--- config.mk ---
export PLATFORM = sky130hd
export DESIGN_NAME = frac_time_clock
export DESIGN_NICKNAME = d
export VERILOG_FILES = /design/src/rtl/ftc_pkg.sv /design/src/rtl/ftc_phase_accum.sv /design/src/rtl/ftc_time_counter.sv /design/src/rtl/ftc_host_regs.sv /design/src/rtl/frac_time_clock.sv
export SDC_FILE = /design/constraint.sdc
export NUM_CORES = 1
export LEC_CHECK = 0
export ABC_AREA = 1
export BUFFER_PORTS_ARGS = -buffer_cell sky130_fd_sc_hd__buf_2
export CORE_ASPECT_RATIO = 2
export CORE_UTILIZATION = 59
export DETAILED_ROUTE_END_ITERATION = 12
export PLACE_DENSITY = 0.79
export SLEW_MARGIN = 20
export SYNTH_ARGS = -nofsm -noshare
export SYNTH_HDL_FRONTEND = slang
export SYNTH_SLANG_ARGS = --single-unit
--- constraint.sdc ---
create_clock -name clk -period 5.4 [get_ports clk]
set_input_delay 0.27 -clock clk [delete_from_list [all_inputs] [get_ports clk]]
set_output_delay 0.27 -clock clk [all_outputs]
set_load 0.005 [all_outputs]
--- src/rtl/ftc_pkg.sv ---
// Package: shared register map for the fractional-rate timestamp clock.
// Assumes a 2-bit host address space with four word registers.
package ftc_pkg;
    localparam int ADDR_W = 2;

    typedef enum logic [ADDR_W-1:0] {
        REG_CMD    = 2'd0,
        REG_RATE   = 2'd1,
        REG_TIME_H = 2'd2,
        REG_TIME_L = 2'd3
    } ftc_reg_e;

    // Bit position of the capture command inside the command word
    localparam int CMD_CAPTURE_BIT = 0;
endpackage

--- src/rtl/ftc_phase_accum.sv ---
// Module: phase accumulator. Adds the rate word each cycle, keeps the
// remainder modulo 2^ACC_W and exposes the carry out combinationally.
// Assumes clear has priority over accumulation.
module ftc_phase_accum #(
    parameter int ACC_W = 32
) (
    input  logic             clk,
    input  logic             rst_n,
    input  logic [ACC_W-1:0] rate,
    input  logic             clear,
    output logic [ACC_W-1:0] acc_q,
    output logic             carry
);
    localparam int SUM_W = ACC_W + 1;

    logic [SUM_W-1:0] sum;

    // Widened sum so the carry out is visible
    always_comb begin
        sum   = {1'b0, acc_q} + {1'b0, rate};
        carry = sum[ACC_W];
    end

    // Hold the residual phase, or clear it on a time load
    always_ff @(posedge clk) begin
        if (!rst_n) begin
            acc_q <= '0;
        end else if (clear) begin
            acc_q <= '0;
        end else begin
            acc_q <= sum[ACC_W-1:0];
        end
    end
endmodule

--- src/rtl/ftc_time_counter.sv ---
// Module: the live time count. Steps by one on inc, takes load_val on load.
// Assumes load wins over inc in the same cycle.
module ftc_time_counter #(
    parameter int CNT_W = 64
) (
    input  logic             clk,
    input  logic             rst_n,
    input  logic             inc,
    input  logic             load,
    input  logic [CNT_W-1:0] load_val,
    output logic [CNT_W-1:0] cnt_q
);
    // Count register: load, step, or hold
    always_ff @(posedge clk) begin
        if (!rst_n) begin
            cnt_q <= '0;
        end else if (load) begin
            cnt_q <= load_val;
        end else if (inc) begin
            cnt_q <= cnt_q + CNT_W'(1);
        end
    end
endmodule

--- src/rtl/ftc_host_regs.sv ---
// Module: host register port. Holds the rate word, the capture command
// and captured time, and stages both halves of a time load.
// Assumes a single-cycle write strobe and combinational read data.
module ftc_host_regs
    import ftc_pkg::*;
#(
    parameter int          DATA_W   = 32,
    parameter int          ACC_W    = 32,
    parameter logic [31:0] RATE_RST = 32'h8000_0000
) (
    input  logic                clk,
    input  logic                rst_n,
    input  logic [ADDR_W-1:0]   host_addr,
    input  logic                host_wr,
    input  logic [DATA_W-1:0]   host_wdata,
    output logic [DATA_W-1:0]   host_rdata,
    input  logic [2*DATA_W-1:0] time_now,
    output logic [ACC_W-1:0]    rate_q,
    output logic                load_fire,
    output logic [2*DATA_W-1:0] load_val,
    output logic [2*DATA_W-1:0] snap_q,
    output logic                cap_bit_q
);
    localparam int CNT_W = 2 * DATA_W;

    logic              wr_cmd, wr_rate, wr_hi, wr_lo, cap_req;
    logic [DATA_W-1:0] stage_hi_q, stage_lo_q;
    logic              pend_hi_q, pend_lo_q;

    // Write decode
    always_comb begin
        wr_cmd  = host_wr && (host_addr == REG_CMD);
        wr_rate = host_wr && (host_addr == REG_RATE);
        wr_hi   = host_wr && (host_addr == REG_TIME_H);
        wr_lo   = host_wr && (host_addr == REG_TIME_L);
        cap_req = wr_cmd && host_wdata[CMD_CAPTURE_BIT];
    end

    // Rate word register
    always_ff @(posedge clk) begin
        if (!rst_n) begin
            rate_q <= ACC_W'(RATE_RST);
        end else if (wr_rate) begin
            rate_q <= ACC_W'(host_wdata);
        end
    end

    // Capture command pulse and frozen copy of the count
    always_ff @(posedge clk) begin
        if (!rst_n) begin
            cap_bit_q <= 1'b0;
            snap_q    <= '0;
        end else begin
            cap_bit_q <= cap_req;
            if (cap_req) begin
                snap_q <= time_now;
            end
        end
    end

    // Staged load halves and their pending flags; a new write re-arms
    always_ff @(posedge clk) begin
        if (!rst_n) begin
            stage_hi_q <= '0;
            stage_lo_q <= '0;
            pend_hi_q  <= 1'b0;
            pend_lo_q  <= 1'b0;
        end else begin
            if (load_fire) begin
                pend_hi_q <= 1'b0;
                pend_lo_q <= 1'b0;
            end
            if (wr_hi) begin
                stage_hi_q <= host_wdata;
                pend_hi_q  <= 1'b1;
            end
            if (wr_lo) begin
                stage_lo_q <= host_wdata;
                pend_lo_q  <= 1'b1;
            end
        end
    end

    // Load is requested once both halves are staged
    always_comb begin
        load_fire = pend_hi_q && pend_lo_q;
        load_val  = {stage_hi_q, stage_lo_q};
    end

    // Read mux
    always_comb begin
        case (host_addr)
            REG_CMD:    host_rdata = DATA_W'(cap_bit_q);
            REG_RATE:   host_rdata = DATA_W'(rate_q);
            REG_TIME_H: host_rdata = snap_q[CNT_W-1:DATA_W];
            default:    host_rdata = snap_q[DATA_W-1:0];
        endcase
    end
endmodule

--- src/rtl/frac_time_clock.sv ---
// Module: top of the fractional-rate timestamp clock. Wires the host port,
// phase accumulator and time count together in one clock domain.
// Assumes the reference clock drives clk and the host shares it.
module frac_time_clock
    import ftc_pkg::*;
#(
    parameter int          DATA_W   = 32,
    parameter int          ACC_W    = 32,
    parameter logic [31:0] RATE_RST = 32'h8000_0000
) (
    input  logic                clk,
    input  logic                rst_n,
    input  logic [1:0]          host_addr,
    input  logic                host_wr,
    input  logic [31:0]         host_wdata,
    output logic [31:0]         host_rdata,
    output logic [63:0]         time_now
);
    localparam int CNT_W = 2 * DATA_W;

    logic [ACC_W-1:0] rate_q, acc_q;
    logic             carry, load_fire, cap_bit_q;
    logic [CNT_W-1:0] load_val, snap_q, cnt_q;

    ftc_host_regs #(
        .DATA_W   (DATA_W),
        .ACC_W    (ACC_W),
        .RATE_RST (RATE_RST)
    ) u_regs (
        .clk        (clk),
        .rst_n      (rst_n),
        .host_addr  (host_addr),
        .host_wr    (host_wr),
        .host_wdata (host_wdata),
        .host_rdata (host_rdata),
        .time_now   (cnt_q),
        .rate_q     (rate_q),
        .load_fire  (load_fire),
        .load_val   (load_val),
        .snap_q     (snap_q),
        .cap_bit_q  (cap_bit_q)
    );

    ftc_phase_accum #(
        .ACC_W (ACC_W)
    ) u_accum (
        .clk   (clk),
        .rst_n (rst_n),
        .rate  (rate_q),
        .clear (load_fire),
        .acc_q (acc_q),
        .carry (carry)
    );

    ftc_time_counter #(
        .CNT_W (CNT_W)
    ) u_count (
        .clk      (clk),
        .rst_n    (rst_n),
        .inc      (carry),
        .load     (load_fire),
        .load_val (load_val),
        .cnt_q    (cnt_q)
    );

    // Live count out
    assign time_now = cnt_q;
endmodule

; ---- After elaboration in Yosys (flattened, before gate mapping)
; Cells that the tools add are included.
; Widths: inputs -> output; s select.
[totals]
ff_bits = 259
latchBits = 0
mem_bits_rw = 0
mem_bits_ro = 0
in_bits = 37
out_inout_bits = 96
wordCells = 32
memories = 0
[op_classes]
n_addsub = 2
mul = 0
n_div = 0
magnitude_cmp = 0
eq_ne = 3
n_shift = 0
mux = 6
bitwise = 1
reduce_logical = 11
[ops]
columns = op, n
row1 = $mux 64, 2
row2 = $pmux 32 s3, 1
row3 = $add 64x1->64 const B, 1
row4 = $add 32x32->33, 1
row5 = $logic_and 1x1->1, 6
row6 = $reduce_bool 2->1, 3
row7 = $eq 2x2->1 const B, 2
row8 = $mux 1, 3
row9 = $eq 2x1->1 const B, 1
row10 = $logic_not 2->1, 1
row11 = $reduce_or 2->1, 1
row12 = $not 1->1, 1

; ---- Depth between registers and ports, before layout
; Gate-level depths: netlist of run 1.
[logic_depth]
ltp_word = 3
ltp_mapped = 15
mapped_depth_nobuf = 14

; ---- Cells and area by module
; From an unflattened synthesis of run 1, not the netlist that was laid out.
[hier_totals]
cells_unflattened = 2471
area_unflattened_um2 = 15212.1
[by_module_without_submodules]
columns = module, n_inst, cells_each, area_each_um2, seq_area_each_um2
row1 = ftc_host_regs, 1, 1183, 7419.6, 3263.1
row2 = ftc_time_counter, 1, 710, 4526.8, 1281.2
row3 = ftc_phase_accum, 1, 578, 3265.6, 640.6

; ---- Least setup slack after synthesis of run 1
; OpenSTA, ideal clock, no wires.
[synth_path]
path_type = register -> register
from = reg u_regs.rate_q[0]
to = reg u_count.cnt_q[53]
setup_ns = 0.113
arrival_ns = 1.961
t_required_ns = 5.287
setup_slack_ns = 3.326
path_stages_with_launch = 15
n_path_buf = 2
period_less_slack_ns = 2.074
path_cell_list = dfxtp_1 > ha_1 > fa_1 > nand2_1 > nand2_1 > nand3_1 > nand2_2 > nand2_1 > nand2_2 > nand2_2 > nand2_4 > buf_6 > buf_8 > a21oi_2 > nor2_1
[synth_between]
elab_chain_len = 2
[synth_lines]
columns = item, line_no
row1 = from (decl), ftc_host_regs.sv:18  ; output logic [ACC_W-1:0] rate_q,
row2 = from (signal assigned), ftc_host_regs.sv:42  ; rate_q <= ACC_W'(RATE_RST);
row3 = from (signal assigned), ftc_host_regs.sv:44  ; rate_q <= ACC_W'(host_wdata);
row4 = $add 32x32->33, ftc_phase_accum.sv:20  ; sum = {1'b0, acc_q} + {1'b0, rate};
row5 = $reduce_bool 2->1 (no source line), --
row6 = to (signal assigned), ftc_time_counter.sv:18  ; cnt_q <= load_val;
row7 = to (signal assigned), ftc_time_counter.sv:20  ; cnt_q <= cnt_q + CNT_W'(1);
row8 = to (decl), ftc_time_counter.sv:11  ; output logic [CNT_W-1:0] cnt_q
; No other way between the ends.
; A chain may end at the register's enable or synchronous reset.

; ---- Worst setup path after layout of run 1
[layout_path]
from = reg u_regs.rate_q[0]
to = reg u_count.cnt_q[29]
; Same word-level chain as after synthesis.

==> summary.txt, run 1 <==
Worst setup path
  • Worst path max stage delay: 0.48 ns
  • Critical path data arrival time: 3.68 ns
  • Cells along the critical path: ha_1 -> fa_1 -> nand2_1 -> nand2_1 -> nand3_1 -> nand2_2 -> nand2_1 -> nand2_2 -> nand2_2 -> nand2_4 -> buf_4 -> o21ai_0 -> nor2_1
  • Reg2reg path depth: 13
  • Reg2Reg Setup Slack: 2.15 ns
  • Worst EP required: 5.83 ns
  • Worst reg2reg endpoint: u_count.cnt_q[29]
  • RR Startpoint: u_regs.rate_q[0]
  • Slowest stage cell, crit path: nand2_2
  • Maximum fanout along the worst path: 49
  • CP Class: reg -> reg
  • CP startpoint kind: flip-flop
  • Setup crit end kind: flip-flop

Timing
  • Final Max Tran Viols: 0
  • Final worst-path cycle share: 60.3%
  • Setup repair after global routing missed its margin: false
  • Worst-Margin Slew: 1.00 ns
  • PnR worst setup slack: 2.15 ns
  • Setup_tns: 0 ns
  • Minimum hold slack: 0.0445 ns
  • Final Hold Viols: 0
  • Fin Clk Skew: 0.0145 ns
  • Post-route minimum period: 3.25 ns
  • Slew HR: 33.1%
  • Fmax: 307 MHz
  • Final setup vio count: 0

Hold path
  • Worst Hold End: u_regs.stage_hi_q[21]
  • Min-delay src: host_wdata[21]
  • Hold path depth: 3
  • Hold crit path type: in -> reg

Synthesis
  • Synthesized instance count: 2248
  • Yosys reg bits: 259
  • Synth unique cells: 42
  • Sequential area share after synthesis: 36.5%
  • Mapped Nets: 2319
  • Syn Area/Cell: 6.32 um2
  • Mapped Area: 0.0142 mm2
  • YS warnings: 0

Die
  • # IOs: 133
  • Die area: 0.0248 mm2
  • Chip Width: 112 um
  • Initial core utilization: 59.9%
  • Core area: 0.0237 mm2
  • Die Y-Extent: 221 um
  • Row cnt: 80

Power
  • Maximum vdd ir drop: 319 uV
  • Leakage: 6.76 nW
  • Total power after layout: 4.87 mW
  • PwrDens: 308 mW/mm2

CTS
  • Reg clk slew, reported paths: 0.07 ns
  • CTS tree: built
  • H-tree depth: 1
  • Clk root buf: clkbuf_16
  • Clk_lat worst skew: 0.54 ns
  • Resized cells post-CTS: 0
  • CTS Buf Count: 25
  • Post-CTS Setup Repair Bufs: 0
  • Hold_buf cts: 0
  • Clock buffer depth: 3
  • Sink Count: 259

GRT
  • Initial antenna violation count: 0
  • Largest net degree at the start of global routing: 109
  • Gr ovfl total: 0
  • First-pass GRT wire length: 81500 um
  • GR Util All Layers: 43.0%
  • Vias in the first global route: 14900

Drt
  • Initial DRT Pass Iterations: 10
  • Vias per cell: 5.96
  • Via Count: 15600
  • DRC: 7
  • Antenna Violating Nets Remaining: 0
  • WL per Instance: 20.4 um
  • Post-Route WL: 53400 um
  • DR iter-0 viols: 1556

Placed design
  • Placed cell area: 0.0149 mm2
  • HPWL Detailed: 39800 um
  • Dpl ws: 2.11 ns
  • PortBufs: 132
  • Inst Count DP: 2579
  • RD Place Congestion: 1.08

Finish
  • Share of layout cells above drive strength 1: 9.71%
  • Antenna Cells: 0
  • Fillers: 2248
  • Fin nets: 2390
  • Area growth from synthesis to layout: 11.1%
  • Final core occ: 66.6%
  • Fin area: 0.0158 mm2
  • Non-Filler Instances: 2624

Outcome
  • Outcome: finished with violations
  • Failing checks: DRC

Job
  • Max-cap viol count: 0
[synthesized netlist by cell type]
cell type | count | area, um2
nand3_1 | 152 | 761
clkbuf_1 | 74 | 278
nor3_1 | 5 | 25.0
nand2_2 | 7 | 43.8
or2_0 | 1 | 6.26
buf_4 | 3 | 22.5
ha_1 | 33 | 413
o2111ai_1 | 1 | 8.76
o211ai_1 | 30 | 225
buf_8 | 2 | 30.0
inv_2 | 3 | 11.3
dfxtp_1 | 259 | 5180
nor2_1 | 340 | 1280
nand3b_1 | 2 | 15.0
clkinv_1 | 4 | 15.0
o21ai_0 | 226 | 1130
buf_2 | 9 | 45.0
a21oi_4 | 1 | 16.3
nor2_2 | 10 | 62.6
o21ai_1 | 1 | 5.00
buf_1 | 7 | 26.3
nand2_1 | 556 | 2090
nand4_1 | 19 | 119
and2_1 | 6 | 37.5
inv_1 | 236 | 886
nor4_1 | 1 | 6.26
nand2_4 | 1 | 11.3
a21o_1 | 2 | 15.0
or2_2 | 7 | 43.8
xnor2_1 | 4 | 35.0
o21bai_1 | 8 | 60.1
nor3b_1 | 1 | 7.51
buf_6 | 1 | 11.3
a21oi_2 | 9 | 78.8
a21boi_0 | 1 | 7.51
a21oi_1 | 207 | 1040
clkbuf_2 | 2 | 10.0
nor2_4 | 1 | 11.3
o21a_1 | 1 | 7.51
a211oi_1 | 2 | 15.0
xor2_1 | 12 | 105
fa_1 | 1 | 20.0
[logic make-up after synthesis]
kind of cell | Yosys count | share of synthesized area (%)
AO/OA/AOI/OAI | 489 | 18.3
XOR/XNOR | 16 | 0.986
adder cells (fa/ha/maj) | 34 | 3.05
buffers and inverters | 341 | 9.39
flip-flops | 259 | 36.5
AND/OR/NAND/NOR | 1109 | 31.8
[placed cells by master (no fill, tap or decap), drive strengths merged, types with 2 or more instances in the layout]
cell type  instances
xor2              12
and2               6
nand3            152
a211oi             2
nand3b             2
clkinv            11
o21bai             8
bufinv             6
a21oi            217
o211ai            30
xnor2              4
nand2            564
clkbuf            28
ha                33
buf              142
nor3               5
a21o               2
nor2             351
dfxtp            259
or2                8
nand4             19
inv              242
o21ai            227
[worst max-delay path by stage]
stage                                 from                end  slack [ns]  cells after the start
final                     u_regs.rate_q[0]  u_count.cnt_q[29]        2.15                     13
after global routing      u_regs.rate_q[0]  u_count.cnt_q[49]        1.97                     14
after CTS                 u_regs.rate_q[0]  u_count.cnt_q[49]        2.22                     14
after detailed placement           host_wr  u_regs.snap_q[52]        2.11                      6
after global placement             host_wr  u_regs.snap_q[24]        2.27                      6
after floorplan           u_regs.rate_q[0]  u_count.cnt_q[53]        3.33                     14
[layout make-up]
class / count / area (um2) / area share [%]
clock inverter: 17 / 260 / 1.65
timing repair buffer: 142 / 738 / 4.67
sequential: 259 / 5180 / 32.8
inverter: 243 / 912 / 5.77
multi-input combinational: 1648 / 7700 / 48.8
tap: 287 / 359 / 2.27
clock buffer: 28 / 637 / 4.03
[power breakdown]
group          switching, mW  internal [mW]  leakage, nW  total, mW
sequential             0.159           2.04         2.12       2.20
clock                  0.813           1.15        0.440       1.96
combinational          0.466          0.243         4.21      0.709
total                   1.44           3.43         6.76       4.87
[critical path, delay by kind of cell (launching register included)]
kind | cells | cell delay [ns]
DFF | 1 | 0.32
adders and majority gates | 2 | 0.65
buffers and inverters | 1 | 0.42
and+or+nand+nor | 9 | 1.48
AOI/OAI and AO/OA | 1 | 0.24
[state kept, by name (all words and copies together) (netlist names)]
name / cells
u_regs.pend_lo_q: 1
u_count.cnt_q: 64
u_regs.stage_hi_q: 32
u_regs.rate_q: 32
u_regs.pend_hi_q: 1
u_regs.stage_lo_q: 32
u_regs.snap_q: 64
u_regs.cap_bit_q: 1
u_accum.acc_q: 32
[layer usage]
| metal | GRT usage, % | wire [um] | vias to the layer above |
|---|---|---|---|
| met4 | 37.6 | 5330 | 0 |
| met1 | 45.5 | 18400 | 7103 |
| met2 | 74.4 | 25800 | 885 |
| met3 | 5.69 | 3840 | 284 |
| li1 | - | - | 7377 |
| met5 | 0 | 0 | - |
No activity file was read; power rests on OpenSTA's default activity.
==> run 2: changes to the inputs <==
--- a/config.mk
+++ b/config.mk
@@ -5,12 +5,12 @@
 export SDC_FILE = /design/constraint.sdc
 export NUM_CORES = 1
 export LEC_CHECK = 0
-export ABC_AREA = 1
+export ABC_AREA = 0
 export BUFFER_PORTS_ARGS = -buffer_cell sky130_fd_sc_hd__buf_2
 export CORE_ASPECT_RATIO = 2
 export CORE_UTILIZATION = 59
 export DETAILED_ROUTE_END_ITERATION = 12
-export PLACE_DENSITY = 0.79
+export PLACE_DENSITY = 0.8
 export SLEW_MARGIN = 20
 export SYNTH_ARGS = -nofsm -noshare
 export SYNTH_HDL_FRONTEND = slang
==> constraint.sdc (replaced) <==
create_clock -name clk -period 3 [get_ports clk]
set_input_delay 0.15 -clock clk [delete_from_list [all_inputs] [get_ports clk]]
set_output_delay 0.15 -clock clk [all_outputs]
set_load 0.005 [all_outputs]
==> run 2 against run 1 <==
  * The flow now finishes without violations
  * Clock skew is 0.0031 ns lower
  * Die area shrank 8.5%
  * Via count decreased by 18%
  * Final cell count decreased by 22%
  * Clock power up 64%
  * Worst setup slack worse by 2.1 ns
  * Highest routed layer unchanged
==> summary.txt, run 2 <==
Synthesis
  • Top-count cell post-synth: nand2_1
  • Top cell type's share of synthesized area: 39.9%
  • Yosys reg bits: 259
  • Synth unique cells: 69
  • Mapped Area: 0.0130 mm2
  • Commonest cells post-synth: nand2_1 (387), dfxtp_1 (259), a21boi_0 (162)
  • Top FF cell, synth: dfxtp_1
  • Yosys top cell by area: dfxtp_1
  • Sequential area share after synthesis: 39.9%
  • Syn Area/Cell: 8.13 um2
  • Post-synth EDFFs: 0
  • Mapped Nets: 1669
  • Fraction of registers with async set/reset: 0%
  • Synthesized instance count: 1598
  • Synth area leaders: dfxtp_1 (40%), nand2_1 (11%), a21boi_0 (9.4%)
  • YS warnings: 0

Timing
  • Final Hold Viols: 0
  • Final setup vio count: 0
  • PnR worst setup slack: 0.0441 ns
  • Fmax: 338 MHz
  • Setup_tns: 0 ns
  • Post-route minimum period: 2.96 ns
  • Worst-Margin Slew: 0.978 ns
  • Final Max Tran Viols: 0
  • Setup repair after global routing missed its margin: true
  • Slew HR: 34.8%
  • Final worst-path cycle share: 98.5%
  • Fin Clk Skew: 0.0114 ns

Placed design
  • Placed cell area: 0.0142 mm2
  • HPWL Detailed: 28300 um
  • RD Place Congestion: 0.947
  • PortBufs: 132
  • Dpl ws: -0.0479 ns

Power
  • Int Pwr: 5.63 mW
  • PwrDens: 482 mW/mm2
  • Switching Power: 1.85 mW
  • Maximum vdd ir drop: 514 uV
  • Total power after layout: 7.48 mW
  • Clock Power Share: 42.9%
  • Logic pwr share: 9.3%
  • Net Sw Frac: 24.7%
  • Sequential share of power: 47.8%
  • Leakage: 5.94 nW

Die
  • Die Y-Extent: 212 um
  • Initial core utilization: 60.2%
  • Core area: 0.0216 mm2
  • Die area: 0.0226 mm2
  • Chip Width: 107 um
  • Row cnt: 76
  • # IOs: 133

Worst setup path
  • Maximum fanout along the worst path: 13
  • Critical path data arrival time: 3.42 ns
  • CP startpoint kind: flip-flop
  • Setup crit end kind: flip-flop
  • Worst EP required: 3.46 ns
  • CP Class: reg -> reg

CTS
  • Clk_lat worst skew: 0.53 ns
  • CTS Buf Count: 24
  • Clk root buf: clkbuf_16
  • CTS tree: built
  • Sink Count: 259
  • H-tree depth: 1
  • Reg clk slew, reported paths: 0.07 ns
  • Clock buffer depth: 3

Finish
  • Commonest non-fill, non-tap cell in the layout: nand2_1
  • Antenna Cells: 0
  • Fin nets: 1821
  • Fin area: 0.0155 mm2
  • Multi-input gate area: 0.00741 mm2
  • Fillers: 1634
  • Area growth from synthesis to layout: 19.5%
  • Share of layout cells above drive strength 1: 18.5%
  • Final core occ: 71.9%
  • Most frequent cells in the layout: nand2_1 (386), dfxtp_1 (259), a21boi_0 (162), buf_2 (131), o21ai_0 (86)
  • Register Area: 0.00518 mm2
  • Biggest regs: u_count.cnt_q x64, u_regs.snap_q x64

Drt
  • Post-Route WL: 41200 um
  • Vias per cell: 6.30
  • DRC: 0
  • Antenna Violating Nets Remaining: 0
  • Initial DRT Pass Iterations: 6
  • DR iter-0 viols: 1061
  • WL per Instance: 20.2 um
  • Via Count: 12800

GRT
  • Gr ovfl total: 0
  • Vias in the first global route: 12300
  • Largest net degree at the start of global routing: 131
  • First-pass GRT wire length: 63900 um
  • Initial antenna violation count: 0
  • GR Util All Layers: 36.0%

Outcome
  • Outcome: finished, final reports clean

Hold path
  • Hold crit path type: in -> reg

Job
  • Max-cap viol count: 0
-- run 2: area by class of cell --
type / instances / share of cell area (%)
clock inverter: 9 / 0.709
clock buffer: 33 / 4.61
timing repair buffer: 243 / 10.9
tap: 273 / 2.20
sequential: 259 / 33.4
inverter: 21 / 0.508
multi-input combinational: 1201 / 47.7
-- run 2: kinds of logic after synthesis --
family	Yosys count	synth area share, %
AO/OA/AOI/OAI	469	25.0
XOR/XNOR	47	3.17
adder cells (fa/ha/maj)	34	3.33
buffers and inverters	138	4.08
flip-flops	259	39.9
multiplexers	34	3.01
AND/OR/NAND/NOR	617	21.5
-- run 2: per-stage QoR --
stage / instances / hold WS (ns)
finish: 2039 / 0.133
global placement: 1959 / 0.447
global route: 2039 / 0.153
CTS: 2033 / 0.151
detailed placement: 1959 / 0.451
floorplan: 1598 / 0.274
-- run 2: what timing repair did --
action | 4_1_cts | 5_1_grt
hold buffers | 32 | 0
setup buffers | 0 | 5
pin swaps | 0 | 7
cloned | 0 | 1
endpoints found under the setup margin | 8 | 54
endpoints found under the hold margin | 96 | 0
resized for setup | 4 | 22
-- run 2: layer usage --
layer	part of all wire (%)	global-route usage [%]
met4	6.3	20.8
met1	38	43.5
met2	49	60.4
met5	0	0
met3	7.4	4.90
-- run 2: worst paths after layout --
path | startpoint | to | slack [ns] | depth (start not counted)
max | u_count.cnt_q[1] | u_count.cnt_q[54] | 0.04 | 10
max reg2reg | u_count.cnt_q[1] | u_count.cnt_q[54] | 0.04 | 10
min | rst_n | u_regs.stage_hi_q[26] | 0.13 | 3
min reg2reg | u_regs.stage_hi_q[10] | u_regs.stage_hi_q[10] | 0.46 | 2
-- run 2: worst max-delay path, cell delays in order (launching register included) --
cell     delay, ns
dfxtp_1       0.35
ha_2          0.19
inv_1         0.06
nor3_2        0.23
nor3b_4       0.31
nand4_4       0.17
or3_4         0.44
a211o_1       0.33
buf_12        0.16
or4_1         0.46
a31oi_1       0.16
-- run 2: power groups by stage --
stage          Sequential, mW  Combinational, mW  Clock [mW]
2_1_floorplan            3.64              0.397           0
3_3_place_gp             3.65              0.622           0
3_5_place_dp             3.65              0.633           0
4_1_cts                  3.57              0.670        3.23
5_1_grt                  3.58              0.748        3.37
6_report                 3.58              0.695        3.21
==> run 3: changes to the inputs <==
--- a/config.mk
+++ b/config.mk
@@ -7,7 +7,7 @@
 export LEC_CHECK = 0
 export ABC_AREA = 0
 export BUFFER_PORTS_ARGS = -buffer_cell sky130_fd_sc_hd__buf_2
-export CORE_ASPECT_RATIO = 2
+export CORE_ASPECT_RATIO = 0.8
 export CORE_UTILIZATION = 59
 export DETAILED_ROUTE_END_ITERATION = 12
 export PLACE_DENSITY = 0.8
==> run 3 against run 2 <==
  * Global-route usage decreased by 0.58 points
  * Clock skew decreased by 0.0018 ns
  * Largest cell class unchanged
  * Worst setup slack gained 0.055 ns
  * Routed wire length shrank 0.22%
  * Fmax grew 1.9%
  * Combinational power increased by 0.7%
  * Critical path type unchanged
  * Clock-buffer cell count is 6 higher
  * Final area down 0.26%
  * Register-to-register slack better by 0.06 ns
  * Largest power group unchanged
  * Sequential power about the same
  * Critical path depth stayed put
==> summary.txt, run 3 (synthesized netlist as in run 2, its figures left out) <==
Timing
  • Post-route minimum period: 2.90 ns
  • Final setup vio count: 0
  • Final worst-path cycle share: 96.7%
  • Final Max Tran Viols: 0
  • Slew HR: 36.3%
  • Worst-Margin Slew: 0.955 ns
  • Fmax: 345 MHz
  • Minimum hold slack: 0.0142 ns
  • Setup_tns: 0 ns
  • Fin Clk Skew: 0.00955 ns
  • Final Hold Viols: 0

Drt
  • Vias per cell: 6.24
  • DR iter-0 viols: 1481
  • Antenna Violating Nets Remaining: 0
  • WL per Instance: 20.2 um
  • DRC: 0
  • Initial DRT Pass Iterations: 6
  • Via Count: 12700
  • Post-Route WL: 41100 um

Die
  • Row cnt: 48
  • Chip Width: 168 um
  • Die area: 0.0226 mm2
  • Initial core utilization: 60.2%
  • Die Y-Extent: 135 um
  • # IOs: 133
  • Core area: 0.0216 mm2

Worst setup path
  • RR Startpoint: u_count.cnt_q[0]
  • Maximum fanout along the worst path: 13
  • CP startpoint kind: flip-flop
  • CP Class: reg -> reg
  • Critical path data arrival time: 3.36 ns
  • Setup crit end kind: flip-flop
  • CP startpoint: u_count.cnt_q[0]
  • Worst EP required: 3.46 ns

Power
  • Maximum vdd ir drop: 403 uV
  • Leakage: 5.93 nW
  • PwrDens: 486 mW/mm2

Finish
  • Fin area: 0.0155 mm2
  • Biggest regs: u_count.cnt_q x64, u_regs.snap_q x64
  • Fin nets: 1816
  • Register Area: 0.00518 mm2
  • Fillers: 1727
  • Most frequent cells in the layout: nand2_1 (386), dfxtp_1 (259), a21boi_0 (162), buf_2 (132), o21ai_0 (84)
  • Area growth from synthesis to layout: 19.2%
  • Share of layout cells above drive strength 1: 18.0%
  • Commonest non-fill, non-tap cell in the layout: nand2_1
  • Multi-input gate area: 0.00741 mm2
  • Antenna Cells: 0

GRT
  • Largest net degree at the start of global routing: 100
  • Gr ovfl total: 0
  • First-pass GRT wire length: 62900 um
  • Initial antenna violation count: 0
  • GR Util All Layers: 35.4%
  • Vias in the first global route: 11800

Placed design
  • PortBufs: 132
  • RD Place Congestion: 0.921
  • Placed cell area: 0.0142 mm2
  • HPWL Detailed: 28000 um

Job
  • Max-cap viol count: 0

CTS
  • Clock buffer depth: 3
  • CTS Buf Count: 26
  • H-tree depth: 1
  • Reg clk slew, reported paths: 0.06 ns
  • Clk_lat worst skew: 0.53 ns
  • CTS tree: built
  • Clk root buf: clkbuf_16
  • Sink Count: 259

Hold path
  • Min-delay src: host_wdata[0]
  • Hold crit path type: in -> reg

Outcome
  • Outcome: finished, final reports clean
## run 3: worst paths after layout
check	to	slack, ns	cells after the start
hold / removal	u_regs.stage_lo_q[0]	0.01	3
hold reg to reg	u_regs.stage_hi_q[1]	0.46	2
setup reg to reg	u_count.cnt_q[54]	0.1	10
setup / recovery	u_count.cnt_q[54]	0.1	10
## run 3: final cells by class
cell class	instances	area share, %
Clock buffer	39	5.04
Multi-Input combinational cell	1201	47.8
Clock inverter	7	0.388
Sequential cell	259	33.5
Tap cell	275	2.22
Timing Repair Buffer	236	10.5
Inverter	21	0.509
## run 3: repair_timing
item / CTS / global route
pin swaps: 0 / 5
hold buffers: 31 / 0
setup endpoints to repair: 9 / 52
gates resized for setup: 1 / 25
cloned: 0 / 1
setup buffers: 0 / 5
endpoints found under the hold margin: 92 / 0
## run 3: power breakdown
group	switching [mW]	internal (mW)
clock network	1.37	1.87
registers	0.0552	3.52
logic	0.430	0.270
## run 3: per-layer routing
metal,GRT usage (%),part of all wire (%),vias to the layer above
met4,17.0,4.5,0
li1,-,-,5933
met3,4.63,8.2,132
met5,0,0,-
met1,46.0,41,5962
met2,58.6,47,682
## run 3: per-stage QoR
stage	util, %	setup slack [ns]	instances	total power [mW]
global placement	65.9	0.0600	1955	4.27
floorplan	-	0.0304	1598	4.04
detailed placement	65.9	-0.0123	1955	4.28
finish	71.8	0.0992	2038	7.52
global route	71.8	-0.0325	2038	7.73
CTS	71.2	-0.00834	2032	7.50
## run 3: worst max-delay path, cell delays in order (launching register included)
cell	delay [ns]
dfxtp_1	0.34
ha_1	0.21
inv_1	0.08
nor3_2	0.22
nor3b_4	0.30
nand4_4	0.18
or3_4	0.42
a211o_1	0.31
buf_12	0.15
or4_1	0.45
a31oi_1	0.16
